<file path="src/rtl/arb_pkg.sv">
package arb_pkg;

  // Direction of a request source: lower half reads, upper half writes.
  typedef enum logic {
    KIND_READ  = 1'b0,
    KIND_WRITE = 1'b1
  } req_kind_e;

  // Saturation limit of an AGE_W-bit counter.
  function automatic int unsigned age_limit(input int unsigned age_w);
    return (1 << age_w) - 1;
  endfunction

endpackage

</file>
<file path="src/rtl/arb_req_queue.sv">
module arb_req_queue #(
  parameter int W     = 32,
  parameter int DEPTH = 4
) (
  input  logic         clk,
  input  logic         rst,
  input  logic         push,
  input  logic [W-1:0] push_data,
  output logic         can_push,
  input  logic         pop,
  output logic         head_valid,
  output logic [W-1:0] head_data
);

  localparam int PW = (DEPTH > 1) ? $clog2(DEPTH) : 1;
  localparam int CW = $clog2(DEPTH + 1);

  logic [W-1:0]  mem [DEPTH];
  logic [PW-1:0] wr_ptr;
  logic [PW-1:0] rd_ptr;
  logic [CW-1:0] count;
  logic          do_push;
  logic          do_pop;

  assign can_push   = (count != CW'(DEPTH));
  assign head_valid = (count != '0);
  assign head_data  = mem[rd_ptr];
  assign do_push    = push && can_push;
  assign do_pop     = pop && head_valid;

  // Storage array without reset so it maps onto distributed or block memory.
  always_ff @(posedge clk) begin
    if (do_push) begin
      mem[wr_ptr] <= push_data;
    end
  end

  always_ff @(posedge clk) begin
    if (rst) begin
      wr_ptr <= '0;
      rd_ptr <= '0;
      count  <= '0;
    end else begin
      if (do_push) begin
        wr_ptr <= (wr_ptr == PW'(DEPTH - 1)) ? '0 : wr_ptr + 1'b1;
      end
      if (do_pop) begin
        rd_ptr <= (rd_ptr == PW'(DEPTH - 1)) ? '0 : rd_ptr + 1'b1;
      end
      case ({do_push, do_pop})
        2'b10:   count <= count + 1'b1;
        2'b01:   count <= count - 1'b1;
        default: count <= count;
      endcase
    end
  end

endmodule

</file>
<file path="src/rtl/arb_age_ctr.sv">
module arb_age_ctr
  import arb_pkg::*;
#(
  parameter int AGE_W = 4
) (
  input  logic             clk,
  input  logic             rst,
  input  logic             pending,
  input  logic             granted,
  output logic [AGE_W-1:0] age
);

  localparam logic [AGE_W-1:0] AGE_MAX = AGE_W'(age_limit(AGE_W));

  always_ff @(posedge clk) begin
    if (rst) begin
      age <= '0;
    end else if (!pending || granted) begin
      age <= '0;
    end else if (age != AGE_MAX) begin
      age <= age + 1'b1;
    end
  end

endmodule

</file>
<file path="src/rtl/arb_pick.sv">
module arb_pick #(
  parameter int N       = 8,
  parameter int SCORE_W = 6,
  localparam int IDX_W  = $clog2(N)
) (
  input  logic [N-1:0]         cand,
  input  logic [N*SCORE_W-1:0] score_flat,
  output logic                 any,
  output logic [IDX_W-1:0]     idx
);

  logic [SCORE_W-1:0] best;

  // Scan from the top index down; ">=" lets a lower index take over on a tie.
  always_comb begin
    any  = 1'b0;
    idx  = '0;
    best = '0;
    for (int i = N - 1; i >= 0; i--) begin
      if (cand[i] && (!any || score_flat[i*SCORE_W +: SCORE_W] >= best)) begin
        any  = 1'b1;
        idx  = IDX_W'(i);
        best = score_flat[i*SCORE_W +: SCORE_W];
      end
    end
  end

endmodule

</file>
<file path="src/rtl/mem_req_arbiter.sv">
module mem_req_arbiter
  import arb_pkg::*;
#(
  parameter int NUM_HOST = 4,
  parameter int ADDR_W   = 32,
  parameter int QDEPTH   = 4,
  parameter int AGE_W    = 4,
  parameter int ROW_LSB  = 13,
  parameter int ROW_W    = 14
) (
  input  logic                           clk,
  input  logic                           rst,
  input  logic [2*NUM_HOST-1:0]          in_valid,
  output logic [2*NUM_HOST-1:0]          in_ready,
  input  logic [2*NUM_HOST*ADDR_W-1:0]   in_addr,
  input  logic [2*NUM_HOST-1:0]          in_urgent,
  output logic                           out_valid,
  input  logic                           out_ready,
  output logic [ADDR_W-1:0]              out_addr,
  output logic                           out_is_write,
  output logic [$clog2(2*NUM_HOST)-1:0]  out_port
);

  localparam int NUM_PORTS = 2 * NUM_HOST;
  localparam int PORT_W    = $clog2(NUM_PORTS);
  localparam int SCORE_W   = AGE_W + 2;

  logic [NUM_PORTS-1:0]         head_valid;
  logic [NUM_PORTS-1:0]         pop;
  logic [NUM_PORTS-1:0]         row_hit;
  logic [ADDR_W-1:0]            head_addr [NUM_PORTS];
  logic [NUM_PORTS*AGE_W-1:0]   age_flat;
  logic [NUM_PORTS*SCORE_W-1:0] score_flat;
  logic [ROW_W-1:0]             last_row;
  logic                         last_row_valid;
  logic                         pick_any;
  logic [PORT_W-1:0]            pick_idx;
  logic                         grant;
  logic [ADDR_W-1:0]            sel_addr;
  req_kind_e                    sel_kind;

  genvar g;
  generate
    for (g = 0; g < NUM_PORTS; g++) begin : g_src
      arb_req_queue #(
        .W     (ADDR_W),
        .DEPTH (QDEPTH)
      ) u_queue (
        .clk        (clk),
        .rst        (rst),
        .push       (in_valid[g]),
        .push_data  (in_addr[g*ADDR_W +: ADDR_W]),
        .can_push   (in_ready[g]),
        .pop        (pop[g]),
        .head_valid (head_valid[g]),
        .head_data  (head_addr[g])
      );

      arb_age_ctr #(
        .AGE_W (AGE_W)
      ) u_age (
        .clk     (clk),
        .rst     (rst),
        .pending (head_valid[g]),
        .granted (pop[g]),
        .age     (age_flat[g*AGE_W +: AGE_W])
      );

      assign row_hit[g] = last_row_valid &&
                          (head_addr[g][ROW_LSB +: ROW_W] == last_row);

      // Score order: urgency, then row hit, then age.
      assign score_flat[g*SCORE_W +: SCORE_W] =
          {in_urgent[g], row_hit[g], age_flat[g*AGE_W +: AGE_W]};

      assign pop[g] = grant && (pick_idx == PORT_W'(g));
    end
  endgenerate

  arb_pick #(
    .N       (NUM_PORTS),
    .SCORE_W (SCORE_W)
  ) u_pick (
    .cand       (head_valid),
    .score_flat (score_flat),
    .any        (pick_any),
    .idx        (pick_idx)
  );

  assign grant = out_ready && pick_any;

  always_comb begin
    sel_addr = head_addr[pick_idx];
    sel_kind = (32'(pick_idx) >= NUM_HOST) ? KIND_WRITE : KIND_READ;
  end

  // Registered output stage; it reloads only when downstream is ready.
  always_ff @(posedge clk) begin
    if (rst) begin
      out_valid      <= 1'b0;
      out_addr       <= '0;
      out_is_write   <= 1'b0;
      out_port       <= '0;
      last_row       <= '0;
      last_row_valid <= 1'b0;
    end else if (grant) begin
      out_valid      <= 1'b1;
      out_addr       <= sel_addr;
      out_is_write   <= (sel_kind == KIND_WRITE);
      out_port       <= pick_idx;
      last_row       <= sel_addr[ROW_LSB +: ROW_W];
      last_row_valid <= 1'b1;
    end else if (out_ready) begin
      out_valid      <= 1'b0;
    end
  end

endmodule

</file>
<file path="config.mk">
export PLATFORM = sky130hd
export DESIGN_NAME = mem_req_arbiter
export DESIGN_NICKNAME = d
export VERILOG_FILES = /design/src/rtl/arb_pkg.sv /design/src/rtl/arb_req_queue.sv /design/src/rtl/arb_age_ctr.sv /design/src/rtl/arb_pick.sv /design/src/rtl/mem_req_arbiter.sv
export SDC_FILE = /design/constraint.sdc
export NUM_CORES = 1
export LEC_CHECK = 0
export BUFFER_PORTS_ARGS = -buffer_cell sky130_fd_sc_hd__buf_2
export CAP_MARGIN = 15
export CELL_PAD_IN_SITES_DETAIL_PLACEMENT = 0
export CELL_PAD_IN_SITES_GLOBAL_PLACEMENT = 1
export CORE_ASPECT_RATIO = 1.5
export CORE_MARGIN = 2
export CORE_UTILIZATION = 45
export DETAILED_ROUTE_END_ITERATION = 8
export PLACE_DENSITY = 0.79
export SETUP_SLACK_MARGIN = 0.3
export SYNTH_ARGS = -nofsm -noshare
export SYNTH_HDL_FRONTEND = slang
export SYNTH_HIERARCHICAL = 1
export SYNTH_SLANG_ARGS = --single-unit
</file>
<file path="constraint.sdc">
create_clock -name clk -period 18.8 [get_ports clk]
set_input_delay 5.64 -clock clk [delete_from_list [all_inputs] [get_ports clk]]
set_output_delay 5.64 -clock clk [all_outputs]
set_load 0.03 [all_outputs]
</file>
==> results of run 1 <==
==> cells by family after synthesis <==
family,count (synthesis)
flip-flops,1166
AND/OR/NAND/NOR,428
multiplexers,355
buffers and inverters,199
AO/OA/AOI/OAI,173
XOR/XNOR,136
adder cells (fa/ha/maj),106
==> stage by stage <==
stage	std cells	hold slack, ns	util (%)	total power [W]
after floorplan	2563	0.463	-	0.00695
after global placement	4219	0.453	48.1	0.00829
after detailed placement	4219	0.457	48.1	0.00837
after CTS	4411	0.465	51.3	0.0105
after global routing	4435	0.483	51.4	0.0109
final	4450	0.463	51.4	0.0105
==> layout by cell type, fill, tap and decap left out, types with 10 or more instances in the layout <==
master / instances
clkinv_2: 20
o22ai_1: 37
o21ai_2: 10
ha_1: 98
a31o_1: 10
nand2b_1: 25
nand4_1: 25
clkbuf_16: 104
mux4_2: 313
a31oi_1: 15
bufinv_16: 11
nor3_1: 50
dfxtp_1: 134
o21ai_0: 11
clkbuf_1: 21
nand2_1: 40
or3_2: 16
xor2_1: 16
xnor2_1: 120
edfxtp_1: 1024
diode_2: 39
buf_2: 318
or3_1: 18
nor2_1: 114
and3_2: 25
clkinv_1: 15
buf_4: 49
inv_1: 73
nand3_1: 28
o31ai_1: 10
mux2i_1: 34
a21oi_1: 36
==> tightest hold or removal path, cell delays in order (launching register included) <==
cell,delay [ns]
dfxtp_1,0.31
nand2_1,0.05
a21oi_1,0.05
==> layer usage <==
| layer | wire [um] | GRT usage [%] | share of wire, % | up-vias |
|---|---|---|---|---|
| li1 | - | - | - | 11100 |
| met1 | 45300 | 27.5 | 35 | 13400 |
| met2 | 65200 | 39.6 | 50 | 1117 |
| met3 | 12000 | 6.74 | 9.3 | 321 |
| met4 | 7070 | 12.2 | 5.4 | 66 |
| met5 | 387 | 0 | 0.30 | - |
==> final cells by class <==
cell class	count	area, um2
tap	1415	1770
clock inverter	64	703
antenna	39	97.6
inverter	73	274
clock buffer	128	2720
multi-input combinational	1198	13800
fill	8416	51900
timing repair buffer	367	1960
sequential	1166	33600
==> timing repair <==
| item | 4_1_cts | 5_1_grt |
|---|---|---|
| hold endpoints to repair | 0 | 0 |
| setup endpoints to repair | 0 | 1 |
| resized for setup | 0 | 2 |
==> path summary, 6_finish.rpt <==
check,from,endpoint,slack [ns],cells after the start
worst max-delay path,in_urgent[7],g_src[3].u_queue/count[2],1.08,58
worst min-delay path,out_port[0],out_port[0],0.46,2
worst max register to register,flip-flop,g_src[3].u_queue/count[2],3.12,62
worst min register to register,out_port[0],out_port[0],0.46,2
==> sequential cells by signal, summed over array words and instances (netlist names), 3 cells and up, named ones only <==
name and count:
out_addr 32, g_src.u_queue/rd_ptr 16, g_src.u_age/age 32, g_src.u_queue/wr_ptr 16, g_src.u_queue/count 24, out_port 3, g_src.u_queue/mem 1024
==> power breakdown <==
| part | switching (W) | total (W) | internal (W) |
|---|---|---|---|
| clock | 0.000940 | 0.00213 | 0.00119 |
| sequential | 0.000125 | 0.00323 | 0.00311 |
| combinational | 0.00305 | 0.00511 | 0.00206 |
| total | 0.00411 | 0.0105 | 0.00636 |
==> cell usage after synthesis (11+ instances only) <==
cell type,instances,area (um2)
ha_1,98,1230
and3_2,24,180
a31oi_1,16,100
xnor2_1,120,1050
nand2b_1,25,156
buf_1,32,120
buf_2,39,195
or3_1,18,113
edfxtp_1,1024,30700
nor2_1,115,432
buf_4,29,218
inv_1,73,274
o22ai_1,37,231
mux4_2,313,7050
mux2i_1,34,340
nand2_1,40,150
xor2_1,16,140
nand3_1,28,140
o21ai_0,11,55.1
nor3_1,51,255
dfxtp_1,142,2840
nand4_1,25,156
or3_2,16,120
buf_6,16,180
a21oi_1,36,180
==> key figures, run 1 <==
Clocking
  • Bufs on Longest Clock Path: 3
  • Hold Buf Count CTS: 0
  • Clock Pin Slew Worst Setup and Hold Paths: 0.06 ns
  • Worst skew pair latency: 0.74 ns
  • CTS tree: done
  • Root buf cell: clkbuf_16
  • Num CTS Buffers: 104
  • TritonCTS Sinks: 1166
  • Post-CTS Setup Inserts: 0
  • Max H-tree Level: 3

STA
  • Worst slew pin tran: 1.09 ns
  • Setup Viol. Count Final: 0
  • Final period util: 94.2%
  • Setup TNS: 0 ns
  • Setup Skew: 0.0565 ns
  • Slew Limit Fails: 0
  • Achievable frequency: 56.4 MHz
  • Min cycle time layout: 17.72 ns
  • RSZ-0062 raised after global routing: no
  • Max_slew headroom: 26.6%
  • PnR worst setup slack: 1.08 ns
  • Final hold violation count: 0

Logic synthesis
  • Main synth FF type: edfxtp_1
  • Yosys reg bits: 1166
  • Synthesis Warnings: 6
  • Mux cell area share after synthesis: 15.7%
  • Fraction of registers with async set/reset: 0%
  • Largest family of logic cells by synthesized area: multiplexers
  • Simple-Gate Fraction of Synth Area: 4.89%
  • Post-Synthesis Cells: 2563
  • Compound-Gate Fraction of Synth Area: 2.61%
  • EDFF count, synth: 1024
  • Syn Nets: 2944
  • Post-synthesis sequential area ratio: 69.4%
  • Xor-xnor portion of the synthesized cell area: 2.46%
  • Synthesized area per cell: 18.9 um2
  • Synth unique cells: 71
  • Adder-cell share of the synthesized area: 2.86%
  • Syn Std Cell Area: 48400 um2

Drt
  • Antenna viol nets, final: 0
  • DRC errors left: 0
  • Number of detailed-route iterations in the first pass: 6
  • DR iter-0 viols: 2399
  • Detailed Route WL: 130 mm
  • Post-DR vias/cell: 5.84
  • Routed WL per cell: 29.2 um
  • Total number of vias: 26000

Global route
  • Largest net degree at the start of global routing: 88
  • First-pass GRT wire length: 184 mm
  • Initial antenna violation count: 83
  • Number of global-route vias before repair: 26500
  • GRT Util Overall: 23.5%
  • Total gr overflow: 0

Die
  • Die Area: 110000 um2
  • Rows: 147
  • Core Area: 107000 um2
  • Starting density of the core: 45.3%
  • Die height: 406 um
  • IO Pins: 320
  • Die W: 272 um

Place
  • PortBufs: 319
  • Dpl ws: 0.384 ns
  • HPWL Detailed: 94.4 mm
  • GP Congestion: 0.916
  • DP Area: 51400 um2

Worst setup path
  • Slowest stage delay, CP: 0.49 ns
  • CP max FO: 17
  • Crit-path most repeated cell: ha_1
  • Required time of the critical path: 19.42 ns
  • Family with the most delay on the worst path: compound AO/OA/AOI/OAI gates
  • Setup Crit Path Kind: input pin to flip-flop
  • Arr. time, crit path: 18.34 ns
  • Worst Setup Start Kind: input pin
  • Worst Setup End Kind: flip-flop
  • Crit path buf inv count: 7
  • Worst path slowest cell: a2111oi_0

Final layout
  • Area Growth Syn to Fin: 13.5%
  • Nets: 3291
  • Share of layout cells above drive strength 1: 31.3%
  • Layout Cell Area excl Fill: 55000 um2

Flow run
  • Max_cap viols: 0

Pwr
  • P_leak: 18.2 nW
  • VDD IR-drop max: 342 uV
  • PwrDens: 191 nW/um2

Worst hold path
  • HP Class: flip-flop to flip-flop

Outcome
  • Status: complete, no violations
(Power assumes the default switching activity.)
==> run 2, diff against run 1 <==
- CAP_MARGIN: 15 -> not set
- CORE_UTILIZATION: 45 -> 53
- PLACE_DENSITY: 0.79 -> 0.89
==> run 2 against run 1 <==
Against the previous run: clock skew shrank 0.0042 ns; die area shrank 15%; sequential share of layout area grew 0.21 points; core utilization grew 9.2 points; cell area shrank 0.33%; global-route usage grew 3.9 points; non-clock buffer count grew 6; first-iteration DRC count grew 9.7%; largest cell class unchanged; largest power group unchanged; highest routed layer unchanged.
==> key figures, run 2 (same netlist as run 1, synthesis figures left out) <==
Outcome
  • Status: complete, no violations

Flow run
  • Max_cap viols: 0

Worst setup path
  • Crit-path most repeated cell: ha_1
  • Worst path slowest cell: nor4_1
  • Slowest stage delay, CP: 0.64 ns
  • Required time of the critical path: 19.42 ns
  • Worst Setup End Kind: flip-flop
  • Setup Crit Path Kind: input pin to flip-flop
  • Crit path buf inv count: 9
  • CP max FO: 16
  • Arr. time, crit path: 18.18 ns
  • Family with the most delay on the worst path: compound AO/OA/AOI/OAI gates
  • Worst Setup Start Kind: input pin

Final layout
  • Largest reg by FF count: g_src.u_queue/mem
  • Fillcell total: 6235
  • Biggest regs: g_src.u_queue/mem x1024, g_src.u_age/age x32, out_addr x32
  • Most frequent cells in the layout: 1024 x edfxtp_1, 318 x buf_2, 313 x mux4_2, 133 x dfxtp_1, 120 x xnor2_1
  • Max reg flops: 1024
  • Finished Core Util: 60.6%
  • Share of layout cells above drive strength 1: 31.4%
  • Most common cell after layout, fill and taps aside: edfxtp_1
  • Layout Cell Area excl Fill: 54800 um2
  • Nets: 3298
  • Area Growth Syn to Fin: 13.1%

Pwr
  • Comb pwr share: 49.5%
  • Switching fraction of total power: 38.9%
  • P_leak: 18.3 nW
  • PwrDens: 196 nW/um2
  • Sw Pwr: 0.00418 W
  • VDD IR-drop max: 435 uV
  • Register share of total power: 30.3%
  • Int Pwr: 0.00655 W
  • Clock power frac: 20.2%

Place
  • GP Congestion: 0.919
  • DP Area: 51100 um2
  • PortBufs: 319
  • HPWL Detailed: 90.4 mm

Drt
  • DR iter-0 viols: 2631
  • Detailed Route WL: 128 mm
  • Antenna viol nets, final: 0
  • Number of detailed-route iterations in the first pass: 7
  • DRC errors left: 0
  • Routed WL per cell: 30.3 um
  • Total number of vias: 26200
  • Post-DR vias/cell: 6.23

Clocking
  • TritonCTS Sinks: 1166
  • CTS tree: done
  • Worst skew pair latency: 0.73 ns
  • Root buf cell: clkbuf_16
  • Num CTS Buffers: 105
  • Hold Buf Count CTS: 0
  • Clock Pin Slew Worst Setup and Hold Paths: 0.06 ns
  • Max H-tree Level: 3
  • Bufs on Longest Clock Path: 3

Worst hold path
  • HP Class: flip-flop to flip-flop

STA
  • RSZ-0062 raised after global routing: no
  • Slew Limit Fails: 0
  • Setup Viol. Count Final: 0
  • Final period util: 93.4%
  • Achievable frequency: 57.0 MHz
  • Setup Skew: 0.0523 ns
  • Final hold violation count: 0
  • Max_slew headroom: 2.71%
  • Setup TNS: 0 ns
  • Min cycle time layout: 17.56 ns
  • Worst slew pin tran: 1.45 ns

Global route
  • GRT Util Overall: 27.4%
  • Initial antenna violation count: 66
  • First-pass GRT wire length: 183 mm
  • Total gr overflow: 0
  • Largest net degree at the start of global routing: 80
  • Number of global-route vias before repair: 26900

Die
  • Rows: 135
  • Die W: 251 um
  • IO Pins: 320
  • Die Area: 93900 um2
  • Starting density of the core: 53.6%
  • Die height: 374 um
  • Core Area: 90400 um2
## run 2: changes by cell type in the layout (fill, tap and decap cells not counted), sizes merged
cell and delta:
bufinv +1, buf +6, inv +1, clkinvlp -2, diode +1, clkbuf +11
clkinv -6
## run 2: cell type report
class	instances	area (um2)	share of cell area (%)
sequential	1166	33600	61.3
multi-input combinational	1198	13800	25.3
clock buffer	139	2850	5.20
timing repair buffer	373	2000	3.66
tap	1164	1460	2.66
clock inverter	58	661	1.21
inverter	73	274	0.500
antenna	40	100	0.183
## run 2: layer usage
layer	routed length (um)	track usage, %	part of all wire (%)
met5	309	0	0.24
met4	7530	15.9	5.9
met3	10900	6.82	8.6
met2	63200	44.8	50
met1	45600	33.2	36
## run 2: power by group through the flow
stage          Clock, W  Sequential [W]  Combinational (W)
5_1_grt         0.00229         0.00327            0.00555
3_5_place_dp          0         0.00330            0.00520
3_3_place_gp          0         0.00327            0.00515
4_1_cts         0.00220         0.00325            0.00524
2_1_floorplan         0         0.00329            0.00366
6_report        0.00217         0.00325            0.00531
## run 2: worst paths after layout
check / startpoint / to / slack (ns) / cells after the start
worst min-delay path: out_port[0] / out_port[0] / 0.48 / 2
worst max register to register: flip-flop / g_src[0].u_queue/count[2] / 3.17 / 63
worst max-delay path: in_urgent[7] / g_src[0].u_queue/count[2] / 1.24 / 59
worst min register to register: out_port[0] / out_port[0] / 0.48 / 2
## run 2: stage by stage
| step | hold slack (ns) | power (W) | instances | worst slack [ns] |
|---|---|---|---|---|
| 5_1_grt | 0.506 | 0.0111 | 4194 | 0.436 |
| 4_1_cts | 0.474 | 0.0107 | 4165 | 0.716 |
| 3_3_place_gp | 0.451 | 0.00842 | 3968 | 0.0693 |
| 2_1_floorplan | 0.463 | 0.00695 | 2563 | 1.93 |
| 6_report | 0.475 | 0.0107 | 4211 | 1.24 |
| 3_5_place_dp | 0.453 | 0.00850 | 3968 | 0.0202 |
## run 2: worst min-delay path, delay by kind of cell (launching register included)
family / cells / cell delay (ns)
AO/OA/AOI/OAI: 1 / 0.06
flip-flops: 1 / 0.31
AND/OR/NAND/NOR: 1 / 0.06
## run 2: what timing repair did
action	in CTS	in global routing
gates resized for setup	0	2
setup buffers	0	6
hold endpoints to repair	0	0
setup endpoints to repair	0	11
